===== src/rtl/irq_agg_pkg.sv =====
package irq_agg_pkg;
    typedef enum logic {
        REQ_IDLE   = 1'b0,
        REQ_ACTIVE = 1'b1
    } req_state_t;

    localparam int unsigned ADDR_W = 3;
    localparam logic [ADDR_W-1:0] ADR_STATUS     = 3'd0;
    localparam logic [ADDR_W-1:0] ADR_MASK       = 3'd1;
    localparam logic [ADDR_W-1:0] ADR_ACK        = 3'd2;
    localparam logic [ADDR_W-1:0] ADR_SEC_STATUS = 3'd3;
    localparam logic [ADDR_W-1:0] ADR_SEC_MASK   = 3'd4;
    localparam logic [ADDR_W-1:0] ADR_SEC_ACK    = 3'd5;
endpackage


===== src/rtl/irq_agg_pending.sv =====
module irq_agg_pending #(
    parameter int unsigned LINES = 8,
    parameter int unsigned IDX_W = 4
) (
    input  logic             clk,
    input  logic             rst_n,
    input  logic             post_en,
    input  logic [LINES-1:0] post_vec,
    input  logic             clr_en,
    input  logic [LINES-1:0] clr_vec,
    input  logic             ack_en,
    input  logic [IDX_W-1:0] ack_idx,
    output logic [LINES-1:0] pend_q,
    output logic [LINES-1:0] pend_d
);
    logic [LINES-1:0] ack_hit;
    logic [LINES-1:0] set_bits;
    logic [LINES-1:0] drop_bits;

    // one comparator per line; indices beyond LINES match nothing
    for (genvar i = 0; i < LINES; i++) begin : g_ack
        assign ack_hit[i] = ack_en && (ack_idx == IDX_W'(i));
    end

    assign set_bits  = post_en ? post_vec : '0;
    assign drop_bits = (clr_en ? clr_vec : '0) | ack_hit;

    // post has priority over acknowledge and clear on the same bit
    always_comb begin
        pend_d = (pend_q & ~drop_bits) | set_bits;
    end

    always_ff @(posedge clk) begin
        if (!rst_n) pend_q <= '0;
        else        pend_q <= pend_d;
    end

    // posted bits are present after the edge
    assert_post_sets_R4: assert property (@(posedge clk) disable iff (!rst_n)
        post_en |=> ((pend_q & $past(post_vec)) == $past(post_vec)));

    // a post always survives a simultaneous drop request
    assert_post_wins_R7: assert property (@(posedge clk) disable iff (!rst_n)
        (post_en && clr_en) |=> ((pend_q & $past(post_vec & clr_vec)) == $past(post_vec & clr_vec)));

    // cleared bits that were not re-posted are gone
    assert_clear_drops_R5: assert property (@(posedge clk) disable iff (!rst_n)
        (clr_en && !post_en) |=> ((pend_q & $past(clr_vec)) == '0));
endmodule


===== src/rtl/irq_agg_enable.sv =====
module irq_agg_enable #(
    parameter int unsigned LINES = 8
) (
    input  logic             clk,
    input  logic             rst_n,
    input  logic             mask_wr,
    input  logic [LINES-1:0] mask_byte,
    output logic [LINES-1:0] en_q,
    output logic [LINES-1:0] en_d,
    output logic [LINES-1:0] mask_view
);
    always_comb begin
        en_d = mask_wr ? ~mask_byte : en_q;
    end

    always_ff @(posedge clk) begin
        if (!rst_n) en_q <= '0;
        else        en_q <= en_d;
    end

    assign mask_view = ~en_q;

    // the enable vector holds the complement of the written mask
    assert_mask_store_R2: assert property (@(posedge clk) disable iff (!rst_n)
        mask_wr |=> (en_q == ~$past(mask_byte)));

    // without a mask write the enable vector holds
    assert_mask_hold_R2: assert property (@(posedge clk) disable iff (!rst_n)
        !mask_wr |=> $stable(en_q));
endmodule


===== src/rtl/irq_agg_reqfsm.sv =====
module irq_agg_reqfsm
    import irq_agg_pkg::*;
#(
    parameter int unsigned LINES = 8
) (
    input  logic             clk,
    input  logic             rst_n,
    input  logic [LINES-1:0] pend_d,
    input  logic [LINES-1:0] en_d,
    input  logic [LINES-1:0] pend_q,
    input  logic [LINES-1:0] en_q,
    output logic             irq_req,
    output logic             irq_rise,
    output logic             irq_fall
);
    req_state_t state_q, state_d;
    logic       live_d;

    assign live_d = |(pend_d & en_d);

    // next-state logic: RAISE and DROP transitions
    always_comb begin
        state_d = state_q;
        unique case (state_q)
            REQ_IDLE:   if (live_d)  state_d = REQ_ACTIVE;
            REQ_ACTIVE: if (!live_d) state_d = REQ_IDLE;
            default:    state_d = REQ_IDLE;
        endcase
    end

    always_ff @(posedge clk) begin
        if (!rst_n) state_q <= REQ_IDLE;
        else        state_q <= state_d;
    end

    // output process: level and edge notifications
    always_ff @(posedge clk) begin
        if (!rst_n) begin
            irq_rise <= 1'b0;
            irq_fall <= 1'b0;
        end else begin
            irq_rise <= (state_q == REQ_IDLE)   && (state_d == REQ_ACTIVE);
            irq_fall <= (state_q == REQ_ACTIVE) && (state_d == REQ_IDLE);
        end
    end

    assign irq_req = (state_q == REQ_ACTIVE);

    // request level agrees with stored pending and enable
    assert_req_level_R3: assert property (@(posedge clk) disable iff (!rst_n)
        irq_req == (|(pend_q & en_q)));

    // a rise pulse marks a fresh assertion
    assert_rise_edge_R10: assert property (@(posedge clk) disable iff (!rst_n)
        irq_rise |-> (irq_req && !$past(irq_req)));

    // a fall pulse marks a fresh release
    assert_fall_edge_R10: assert property (@(posedge clk) disable iff (!rst_n)
        irq_fall |-> (!irq_req && $past(irq_req)));

    // pulses never overlap
    assert_pulse_excl_R10: assert property (@(posedge clk) disable iff (!rst_n)
        !(irq_rise && irq_fall));
endmodule


===== src/rtl/irq_aggregator.sv =====
module irq_aggregator
    import irq_agg_pkg::*;
#(
    parameter int unsigned LINES = 8,
    parameter int unsigned IDX_W = 4,
    parameter int unsigned RD_W  = 64
) (
    input  logic              clk,
    input  logic              rst_n,
    input  logic              post_en,
    input  logic [LINES-1:0]  post_vec,
    input  logic              clr_en,
    input  logic [LINES-1:0]  clr_vec,
    input  logic              wr_en,
    input  logic              rd_en,
    input  logic [ADDR_W-1:0] bus_addr,
    input  logic [LINES-1:0]  bus_wdata,
    output logic [RD_W-1:0]   rd_data,
    output logic              rd_valid,
    output logic              irq_req,
    output logic              irq_rise,
    output logic              irq_fall
);
    localparam int unsigned PAD_W = RD_W - LINES;

    logic             mask_wr, ack_wr;
    logic [LINES-1:0] pend_q, pend_d, en_q, en_d, mask_view;
    logic [LINES-1:0] rd_sel;

    // secondary mask and acknowledge writes decode to nothing
    assign mask_wr = wr_en && (bus_addr == ADR_MASK);
    assign ack_wr  = wr_en && (bus_addr == ADR_ACK);

    irq_agg_pending #(.LINES(LINES), .IDX_W(IDX_W)) u_pend (
        .clk      (clk),
        .rst_n    (rst_n),
        .post_en  (post_en),
        .post_vec (post_vec),
        .clr_en   (clr_en),
        .clr_vec  (clr_vec),
        .ack_en   (ack_wr),
        .ack_idx  (bus_wdata[IDX_W-1:0]),
        .pend_q   (pend_q),
        .pend_d   (pend_d)
    );

    irq_agg_enable #(.LINES(LINES)) u_en (
        .clk       (clk),
        .rst_n     (rst_n),
        .mask_wr   (mask_wr),
        .mask_byte (bus_wdata),
        .en_q      (en_q),
        .en_d      (en_d),
        .mask_view (mask_view)
    );

    irq_agg_reqfsm #(.LINES(LINES)) u_fsm (
        .clk      (clk),
        .rst_n    (rst_n),
        .pend_d   (pend_d),
        .en_d     (en_d),
        .pend_q   (pend_q),
        .en_q     (en_q),
        .irq_req  (irq_req),
        .irq_rise (irq_rise),
        .irq_fall (irq_fall)
    );

    always_comb begin
        unique case (bus_addr)
            ADR_STATUS: rd_sel = pend_q;
            ADR_MASK:   rd_sel = mask_view;
            default:    rd_sel = '0;
        endcase
    end

    always_ff @(posedge clk) begin
        if (!rst_n) begin
            rd_data  <= '0;
            rd_valid <= 1'b0;
        end else begin
            rd_valid <= rd_en;
            if (rd_en) rd_data <= {{PAD_W{1'b0}}, rd_sel};
        end
    end

    // valid is a single-cycle echo of the read strobe
    assert_rd_valid_R11: assert property (@(posedge clk) disable iff (!rst_n)
        rd_valid == $past(rd_en));

    // read data never carries bits above the byte
    assert_rd_zext_R8: assert property (@(posedge clk) disable iff (!rst_n)
        rd_valid |-> (rd_data[RD_W-1:LINES] == '0));

    // secondary writes leave the enable vector alone
    assert_sec_quiet_R9: assert property (@(posedge clk) disable iff (!rst_n)
        (wr_en && (bus_addr == ADR_SEC_MASK)) |=> $stable(en_q));
endmodule


===== config.mk =====
export PLATFORM = sky130hd
export DESIGN_NAME = irq_aggregator
export DESIGN_NICKNAME = d
export VERILOG_FILES = /design/src/rtl/irq_agg_pkg.sv /design/src/rtl/irq_agg_pending.sv /design/src/rtl/irq_agg_enable.sv /design/src/rtl/irq_agg_reqfsm.sv /design/src/rtl/irq_aggregator.sv
export SDC_FILE = /design/constraint.sdc
export NUM_CORES = 1
export LEC_CHECK = 0
export ABC_AREA = 1
export ABC_CLOCK_PERIOD_IN_PS = 2500
export CAP_MARGIN = 20
export CORE_MARGIN = 1
export CORE_UTILIZATION = 39
export CTS_CLUSTER_DIAMETER = 60
export DETAILED_ROUTE_END_ITERATION = 12
export PLACE_DENSITY = 0.8
export SYNTH_ARGS = -nofsm -noshare
export SYNTH_HDL_FRONTEND = slang
export SYNTH_HIERARCHICAL = 1
export SYNTH_SLANG_ARGS = --single-unit

===== constraint.sdc =====
create_clock -name clk -period 2.5 [get_ports clk]
set_input_delay 0.5 -clock clk [delete_from_list [all_inputs] [get_ports clk]]
set_output_delay 0.5 -clock clk [all_outputs]
set_load 0.01 [all_outputs]

==> results of run 1 <==
## worst reg2reg max path: cells and delay by family (launching register included)
family | cells | cell delay, ns
DFF | 1 | 0.34
and+or+nand+nor | 8 | 0.65
AOI/OAI and AO/OA | 1 | 0.13
## sequential cells by signal (all words and copies together) (netlist names)
signal and count:
rd_data 8, rd_valid 1, u_en/en_q 8, u_fsm/irq_fall 1, u_fsm/irq_req 1, u_fsm/irq_rise 1
u_pend/pend_q 8
## synthesized netlist by cell type, types with 2 or more instances
cell type	number	share of area, %
nand2_1	61	12
inv_1	32	6.4
o21ai_2	7	3.3
a21oi_1	8	2.1
buf_6	3	1.8
dfxtp_1	28	30
inv_2	2	0.40
nand3_1	28	7.5
buf_4	57	23
nand2_2	2	0.67
nor2_2	2	0.67
a21boi_1	8	3.2
nor2_1	31	6.2
nor2_4	3	1.8
## layer usage
| layer | track usage (%) | vias to the layer above | wire length [um] |
|---|---|---|---|
| met1 | 20.87 | 712 | 1768 |
| met5 | 0 | - | 0 |
| met2 | 26.56 | 93 | 1849 |
| met3 | 3.376 | 11 | 293 |
| li1 | - | 826 | - |
| met4 | 6.000 | 0 | 91 |
## through the flow
stage | std cells | TNS (ns) | utilization, % | setup slack (ns) | total power, mW
2_1_floorplan | 331 | 0 | - | 0.4200 | 0.6943
3_3_place_gp | 370 | 0 | 48.07 | 0.02888 | 0.7311
3_5_place_dp | 370 | -0.04717 | 48.07 | -0.03010 | 0.7351
4_1_cts | 373 | 0 | 48.99 | 0.1932 | 0.9766
5_1_grt | 373 | 0 | 48.99 | 0.01307 | 1.027
6_report | 373 | 0 | 48.99 | 0.1588 | 0.9733
## kinds of logic (layout without fill, tap and decap cells)
family	count (synthesis)	count (layout)	share of synthesized area, %
other	1	56	0.1999
DFF	28	28	29.89
buffers and inverters	95	85	31.69
and+or+nand+nor	128	128	29.35
AOI/OAI and AO/OA	24	24	8.873
## worst max path at each step
stage	start	to	slack, ns	cells after the start
CTS	bus_addr[1]	u_fsm/irq_rise	0.19	15
floorplan	bus_addr[0]	u_fsm/irq_rise	0.42	13
global placement	bus_addr[1]	u_fsm/irq_rise	0.03	15
finish	bus_addr[1]	u_fsm/irq_rise	0.16	15
global route	bus_addr[1]	u_fsm/irq_rise	0.01	15
detailed placement	bus_addr[1]	u_fsm/irq_rise	-0.03	15
## report_power, final
| group | internal, mW | total, mW | switching, mW |
|---|---|---|---|
| Sequential | 0.471 | 0.486 | 0.0148 |
| Combinational | 0.105 | 0.242 | 0.137 |
| Clock | 0.108 | 0.245 | 0.137 |
## area by class of cell
type | count | area [um2] | share of cell area [%]
Clock buffer | 3 | 41.29 | 1.884
Multi-Input combinational cell | 208 | 927.1 | 42.29
Timing Repair Buffer | 48 | 470.5 | 21.46
Tap cell | 52 | 65.06 | 2.968
Inverter | 34 | 127.6 | 5.822
Sequential cell | 28 | 560.5 | 25.57
## cells in the final DEF, fill, tap and decap left out
cell type / count
a21boi_1: 8
a21oi_1: 8
buf_4: 4
clkbuf_8: 3
clkdlybuf4s50_1: 44
conb_1: 56
dfxtp_1: 28
inv_1: 32
inv_2: 2
nand2_1: 61
nand2_2: 2
nand3_1: 28
nor2_1: 31
nor2_2: 2
nor2_4: 3
nor4_1: 1
o21ai_0: 1
o21ai_2: 7
==> results.toml, run 1 <==
[global_routing]
grt_max_degree = 18
antenna_found_initial = 0
grt_usage_pct = 16.15
grt_pass1_vias = 1454
grt_overflow = 0
grt_pass1_wl_um = 6437

[sta]
grt_setup_unrepaired = "no"
min_period_ns = 2.341
timing.fmax_mhz = 427.1
slew_violations = 0
finalHoldViolCount = 0
holdWs_ns = 0.4603
finalClockSkew_ns = 0.002303
tightest_slew_ns = 0.5604
setup_viol = 0
min_period_over_period_pct = 93.65
max_slew_margin_pct = 62.53

[final_layout]
nets = 356
syn_to_final_growth_pct = 16.88
final_layout_size_suffix_gt1_share_pct = 7.165
n_fill_cell = 449
antenna_cells = 0
finish.instance_area_um2 = 2192

[placed_design]
portBuffers = 44
gp_congestion = 0.9101
dp_hpwl_um = 3231
placed_cell_area_um2 = 2151

[critical_path]
start_kind = "primary input"
cpMostUsedCell = "nand2_1"
crit_fanout = 9
crit_arrival_ns = 2.52
timing.rr.end = "u_fsm/irq_rise"
r2r-start = "u_pend/pend_q[0]"
end_kind = "flip-flop"
path_class = "in2reg"
slowest_delay_ns = 0.56
r2r_cells = 9
path_cells = "clkdlybuf4s50_1 > inv_2 > nor4_1 > buf_4 > nand2_2 > nor2_4 > nand2_1 > nand2_1 > nand2_1 > nand2_1 > nand2_1 > nor2_1 > nand2_1 > nand2_2 > nor2_2"
critPathRequiredTime_ns = 2.68
critPathSlowestCell = "clkdlybuf4s50_1"
ff2ff_setup_slack_ns = 1.28
critPathBufInv = 3
cpLargestDelayFamily = "simple AND/OR/NAND/NOR gates"

[min_path]
holdPathStages = 1
hp-class = "reg2reg"
min_to = "u_fsm/irq_rise"
hold_path.startpoint = "u_fsm/irq_req"

[die]
die_h_um = 71.35
die-area_um2 = 5090
start_util_pct = 41.92
ios = 101
die_w_um = 71.35
num_rows = 24
coreArea_um2 = 4474

[status]
violations = "design-rule violations"
status = "complete, but fails checks"

[synthesis]
syn_area_um2 = 1876
synth_seq_cells = 28
synth_edf_count = 0
synthArstFlopShare_pct = 0
ys_seq_area_share_pct = 29.89
syn_avg_cell_area_um2 = 6.795
synthCells = 276
synth_cell_types = 18
yosys_warnings = 6
synthFlopType = "dfxtp_1"

[pwr]
ir_worst_vdd_mv = 0.2653
p_per_area_nw_per_um2 = 444.0
power_leakage_nw = 1.120

[clock_tree]
path_clk_slew_ns = 0.09
clock-sinks = 28
ctsHoldBuffers = 0
cts_setup_buffers = 0
cts_tree = "done"
clock-root-buffer = "clkbuf_8"
cts_buffer_depth = 2
numCtsBuffers = 3
worstSkewPairLatency_ns = 0.27
cts_resized = 0
htreeDepth = 1

[route]
viasPerCell = 4.402
final_antenna_net_count = 0
post_drt_wl_per_cell_um = 10.73
drt_iter0_drc = 114
vias = 1642
first_pass_iters = 10
drcViolationCount = 9
wl_um = 4003

[run]
drv_cap = 0
Note: power is estimated with default switching activity, not from simulation.
==> run 2: changes to the inputs <==
- ABC_CLOCK_PERIOD_IN_PS: 2500 -> 2200
- CORE_UTILIZATION: 39 -> 35
- PLACE_DENSITY: 0.8 -> 0.73
- clock period: 2.5 -> 2.2 ns (I/O delays scaled with it)
==> run 2 against run 1 <==
The flow now finishes without violations. Setup slack gained 0.039 ns. Total power grew 19%. Via count grew 1.4%. Sequential power grew 14%. Count of clock-buffer cells in the layout grew 1. Core utilization shrank 3.4 points. Cell count grew 8.3%. Global-route usage shrank 0.89 points. Sequential cell count is the same. Critical path type unchanged. Largest cell class unchanged. Largest power group unchanged.
==> results.toml, run 2 (synthesis gave the netlist of run 1 again) <==
[placed_design]
dp_hpwl_um = 3246
gp_congestion = 0.8445
portBuffers = 44

[final_layout]
ff_latch_area_um2 = 560.5
final_layout_size_suffix_gt1_share_pct = 11.68
layout_common_cells = "nand2_1 (59), conb_1 (56), clkdlybuf4s50_1 (42)"
syn_to_final_growth_pct = 24.95
multiInputGateArea_um2 = 947.2
antenna_cells = 0
nets = 368
reg_top3 = "rd_data (8), u_en/en_q (8), u_pend/pend_q (8)"
n_fill_cell = 526
final_common_cell = "nand2_1"

[critical_path]
r2r-start = "u_en/en_q[7]"
crit_fanout = 4
path_class = "in2reg"
crit_arrival_ns = 2.18
start_kind = "primary input"
crit_start = "bus_addr[0]"
critPathRequiredTime_ns = 2.38
end_kind = "flip-flop"

[route]
wirelength_met1_um = 1713
wl_met2_um = 1913
drt_iter0_drc = 72
post_drt_wl_per_cell_um = 9.750
drcViolationCount = 0
vias = 1665
wl_met3_um = 268
wl_um = 3939
final_antenna_net_count = 0
top_layer = "met4"
first_pass_iters = 4
viasPerCell = 4.121

[clock_tree]
path_clk_slew_ns = 0.09
cts_setup_buffers = 0
clock-sinks = 28
htreeDepth = 1
clock-root-buffer = "clkbuf_8"
numCtsBuffers = 3
worstSkewPairLatency_ns = 0.27
cts_buffer_depth = 2
cts_tree = "done"

[sta]
min_period_ns = 2.002
tightest_slew_ns = 0.5781
setup_viol = 0
slew_violations = 0
grt_setup_unrepaired = "no"
finalClockSkew_ns = 0.001815
timing.fmax_mhz = 499.5
holdWs_ns = 0.4550
min_period_over_period_pct = 91.01
finalHoldViolCount = 0
max_slew_margin_pct = 61.34

[die]
num_rows = 26
start_util_pct = 36.49
die_h_um = 75.21
coreArea_um2 = 5140
die_w_um = 75.21
ios = 101
die-area_um2 = 5656

[global_routing]
grt_max_degree = 18
antenna_found_initial = 0
grt_pass1_vias = 1517
grt_pass1_wl_um = 6555
grt_overflow = 0
grt_usage_pct = 15.26

[status]
status = "complete, no violations"

[pwr]
finalPower_mw = 1.161
ir_worst_vdd_mv = 0.2028
power_leakage_nw = 1.206
p_per_area_nw_per_um2 = 495.3

[min_path]
hp-class = "reg2reg"
hold_path.startpoint = "u_fsm/irq_req"

[run]
drv_cap = 0
[run 2: changes by cell type in the layout (fill, tap and decap cells not counted)]
| cell | change |
|---|---|
| nand2_1 | -2 |
| buf_4 | +12 |
| nor4_4 | +1 |
| dlymetal6s2s_1 | +2 |
| clkdlybuf4s50_1 | -2 |
| nor4_1 | -1 |
| clkbuf_8 | +1 |
| nand2_2 | +2 |
[run 2: through the flow]
step | setup TNS, ns | instance area (um2) | util (%) | std cells | setup slack, ns
after CTS | 0 | 2318 | 45.11 | 404 | 0.08407
after detailed placement | -0.4167 | 2263 | 44.04 | 400 | -0.1733
after global placement | -0.2511 | 2263 | 44.04 | 400 | -0.1099
final | 0 | 2344 | 45.59 | 404 | 0.1978
after floorplan | 0 | 2082 | - | 331 | 0.1800
after global routing | 0 | 2344 | 45.59 | 404 | 0.06870
[run 2: timing repair]
| action | 4_1_cts | 5_1_grt |
|---|---|---|
| hold buffers | 0 | 0 |
| resized for setup | 0 | 6 |
| hold endpoints to repair | 0 | 0 |
| endpoints found under the setup margin | 0 | 2 |
[run 2: where the power goes]
part / internal (mW) / switching [mW] / leakage, nW
combinational: 0.131 / 0.158 / 0.947
clock: 0.160 / 0.159 / 0.0288
sequential: 0.536 / 0.0165 / 0.230
total: 0.827 / 0.334 / 1.21
[run 2: final cells by class]
class                           count  area share, %
Clock buffer                        4          2.349
Inverter                           34          5.446
Multi-Input combinational cell    208          40.42
Sequential cell                    28          23.92
Tap cell                           70          3.737
Timing Repair Buffer               60          24.13
[run 2: worst paths after layout]
path                         end  slack (ns)  depth (start not counted)
setup / recovery  u_fsm/irq_rise        0.20                         14
hold / removal    u_fsm/irq_rise        0.46                          1
setup reg to reg  u_fsm/irq_rise        1.01                          8
hold reg to reg   u_fsm/irq_rise        0.46                          1
[run 2: per-layer routing]
layer,vias to the layer above,track usage (%)
li1,853,-
met1,736,19.98
met2,70,26.13
met3,6,2.142
met4,0,4.527
met5,-,0
[run 2: critical path: stages]
cell and delay [ns]:
clkdlybuf4s50_1 0.47, nor4_4 0.24, buf_4 0.16, nand2_2 0.06, nor2_4 0.15, nand2_1 0.08, nand2_1 0.08, nand2_1 0.07
nand2_1 0.07, nand2_1 0.05, nor2_1 0.10, nand2_1 0.09, nand2_2 0.09, nor2_2 0.04
==> run 3: changes to the inputs <==
- PLACE_DENSITY: 0.73 -> default
- PLACE_DENSITY_LB_ADDON: default -> 0.05
==> run 3 against run 2 <==
Via count is 4.4% lower. Sequential cell count is the same. Count of clock-buffer cells in the layout fell by 1. Worst hold slack gained 0.0036 ns. Wire length shrank 1.9%. Cell area up 1.5%. Cell count increased by 0.25%. Total power up 8.4%. Maximum frequency increased by 4.1%. Global-route usage down 0.17 points. Largest cell class unchanged. Sequential power is essentially flat.
==> results.toml, run 3 (synthesis gave the netlist of run 1 again) <==
[status]
status = "complete, no violations"

[critical_path]
r2r_cells = 9
cpLargestDelayFamily = "simple AND/OR/NAND/NOR gates"
start_kind = "primary input"
worstSetupPathDepth = 15
cpMostUsedCell = "nand2_1"
critPathBufInv = 3
crit_fanout = 4
critPathRequiredTime_ns = 2.38
critPathSlowestCell = "clkdlybuf4s50_1"
crit_arrival_ns = 2.11
path_class = "in2reg"
end_kind = "flip-flop"
path_cells = "clkdlybuf4s50_1 > inv_1 > nor4_4 > buf_4 > nand2_2 > nor2_4 > nand2_1 > nand2_1 > nand2_1 > nand2_1 > nand2_1 > nor2_2 > nand2_1 > nand2_2 > nor2_2"
slowest_delay_ns = 0.45

[final_layout]
finish.instance_area_um2 = 2380
layout_common_cells = "nand2_1 (61), conb_1 (56), clkdlybuf4s50_1 (41)"
fin_util_pct = 46.30
reg_top3 = "rd_data (8), u_en/en_q (8), u_pend/pend_q (8)"
nets = 369
final_common_cell = "nand2_1"
antenna_cells = 0
syn_to_final_growth_pct = 26.88
final_layout_size_suffix_gt1_share_pct = 11.64

[route]
viasPerCell = 3.931
wl_um = 3863
post_drt_wl_per_cell_um = 9.538
final_antenna_net_count = 0
drcViolationCount = 0
first_pass_iters = 4
drt_iter0_drc = 81
vias = 1592

[die]
num_rows = 26
coreArea_um2 = 5140
die_w_um = 75.21
die-area_um2 = 5656
ios = 101
start_util_pct = 36.49
die_h_um = 75.21

[global_routing]
busiest_layer = "met2"
grt_usage_pct = 15.09
use_met1_pct = 20.45
antenna_found_initial = 0
grt_overflow = 0
grt_pass1_vias = 1402
grt_pass1_wl_um = 6382
grt_use_met3_pct = 2.276
use_met2_pct = 24.32
grt_max_degree = 18

[sta]
holdWs_ns = 0.4586
slew_violations = 0
finalClockSkew_ns = 0.003750
grt_setup_unrepaired = "no"
setup_viol = 0
timing.fmax_mhz = 519.8
min_period_ns = 1.924
finalHoldViolCount = 0
min_period_over_period_pct = 87.45

[pwr]
p_per_area_nw_per_um2 = 528.8
power_leakage_nw = 1.227
ir_worst_vdd_mv = 0.2198

[clock_tree]
cts_setup_buffers = 0
clock-sinks = 28
ctsHoldBuffers = 0
path_clk_slew_ns = 0.10
worstSkewPairLatency_ns = 0.28
htreeDepth = 1
cts_tree = "done"
cts_buffer_depth = 2
cts_resized = 0
numCtsBuffers = 3
clock-root-buffer = "clkbuf_8"

[run]
drv_cap = 0

[min_path]
hp-class = "reg2reg"
holdPathStages = 1

[placed_design]
gp_congestion = 0.7962
placed_cell_area_um2 = 2283
dp_hpwl_um = 3159
portBuffers = 44
==> run 3: layout make-up <==
class	count	area [um2]
clock buffer	3	41.29
clock inverter	1	30.03
fill	555	2760
inverter	34	127.6
multi-input combinational	208	944.7
sequential	28	560.5
tap	70	87.58
timing repair buffer	61	588.1
==> run 3: per-layer routing <==
metal / part of all wire, % / up-vias
met4: 1.4 / 0
met2: 45 / 72
li1: - / 856
met3: 6.2 / 5
met5: 0 / -
met1: 47 / 659
==> run 3: stage by stage <==
step,setup WS [ns],cells,setup TNS [ns],power (mW)
2_1_floorplan,0.1800,331,0,0.7890
3_3_place_gp,-0.2554,401,-0.6899,0.8538
3_5_place_dp,-0.2144,401,-0.5416,0.8525
4_1_cts,0.07852,405,0,1.278
5_1_grt,0.07240,405,0,1.339
6_report,0.2760,405,0,1.258
==> run 3: worst paths after layout <==
path / start / end / slack [ns]
setup reg to reg: u_pend/pend_q[1] / u_fsm/irq_rise / 1.03
setup / recovery: wr_en / u_fsm/irq_rise / 0.28
hold / removal: u_fsm/irq_req / u_fsm/irq_rise / 0.46
hold reg to reg: u_fsm/irq_req / u_fsm/irq_rise / 0.46
==> run 3: worst register-to-register path, delay by kind of cell (launching register included) <==
family / cells / cell delay, ns
compound gates: 1 / 0.13
simple gates: 8 / 0.62
flops: 1 / 0.34
==> run 3: power breakdown <==
part           internal (mW)  total (mW)  switching, mW  leakage (nW)
Sequential             0.536       0.552         0.0169         0.230
Clock                  0.244       0.416          0.172        0.0357
Combinational          0.135       0.290          0.155         0.961
Total                  0.914        1.26          0.344          1.23
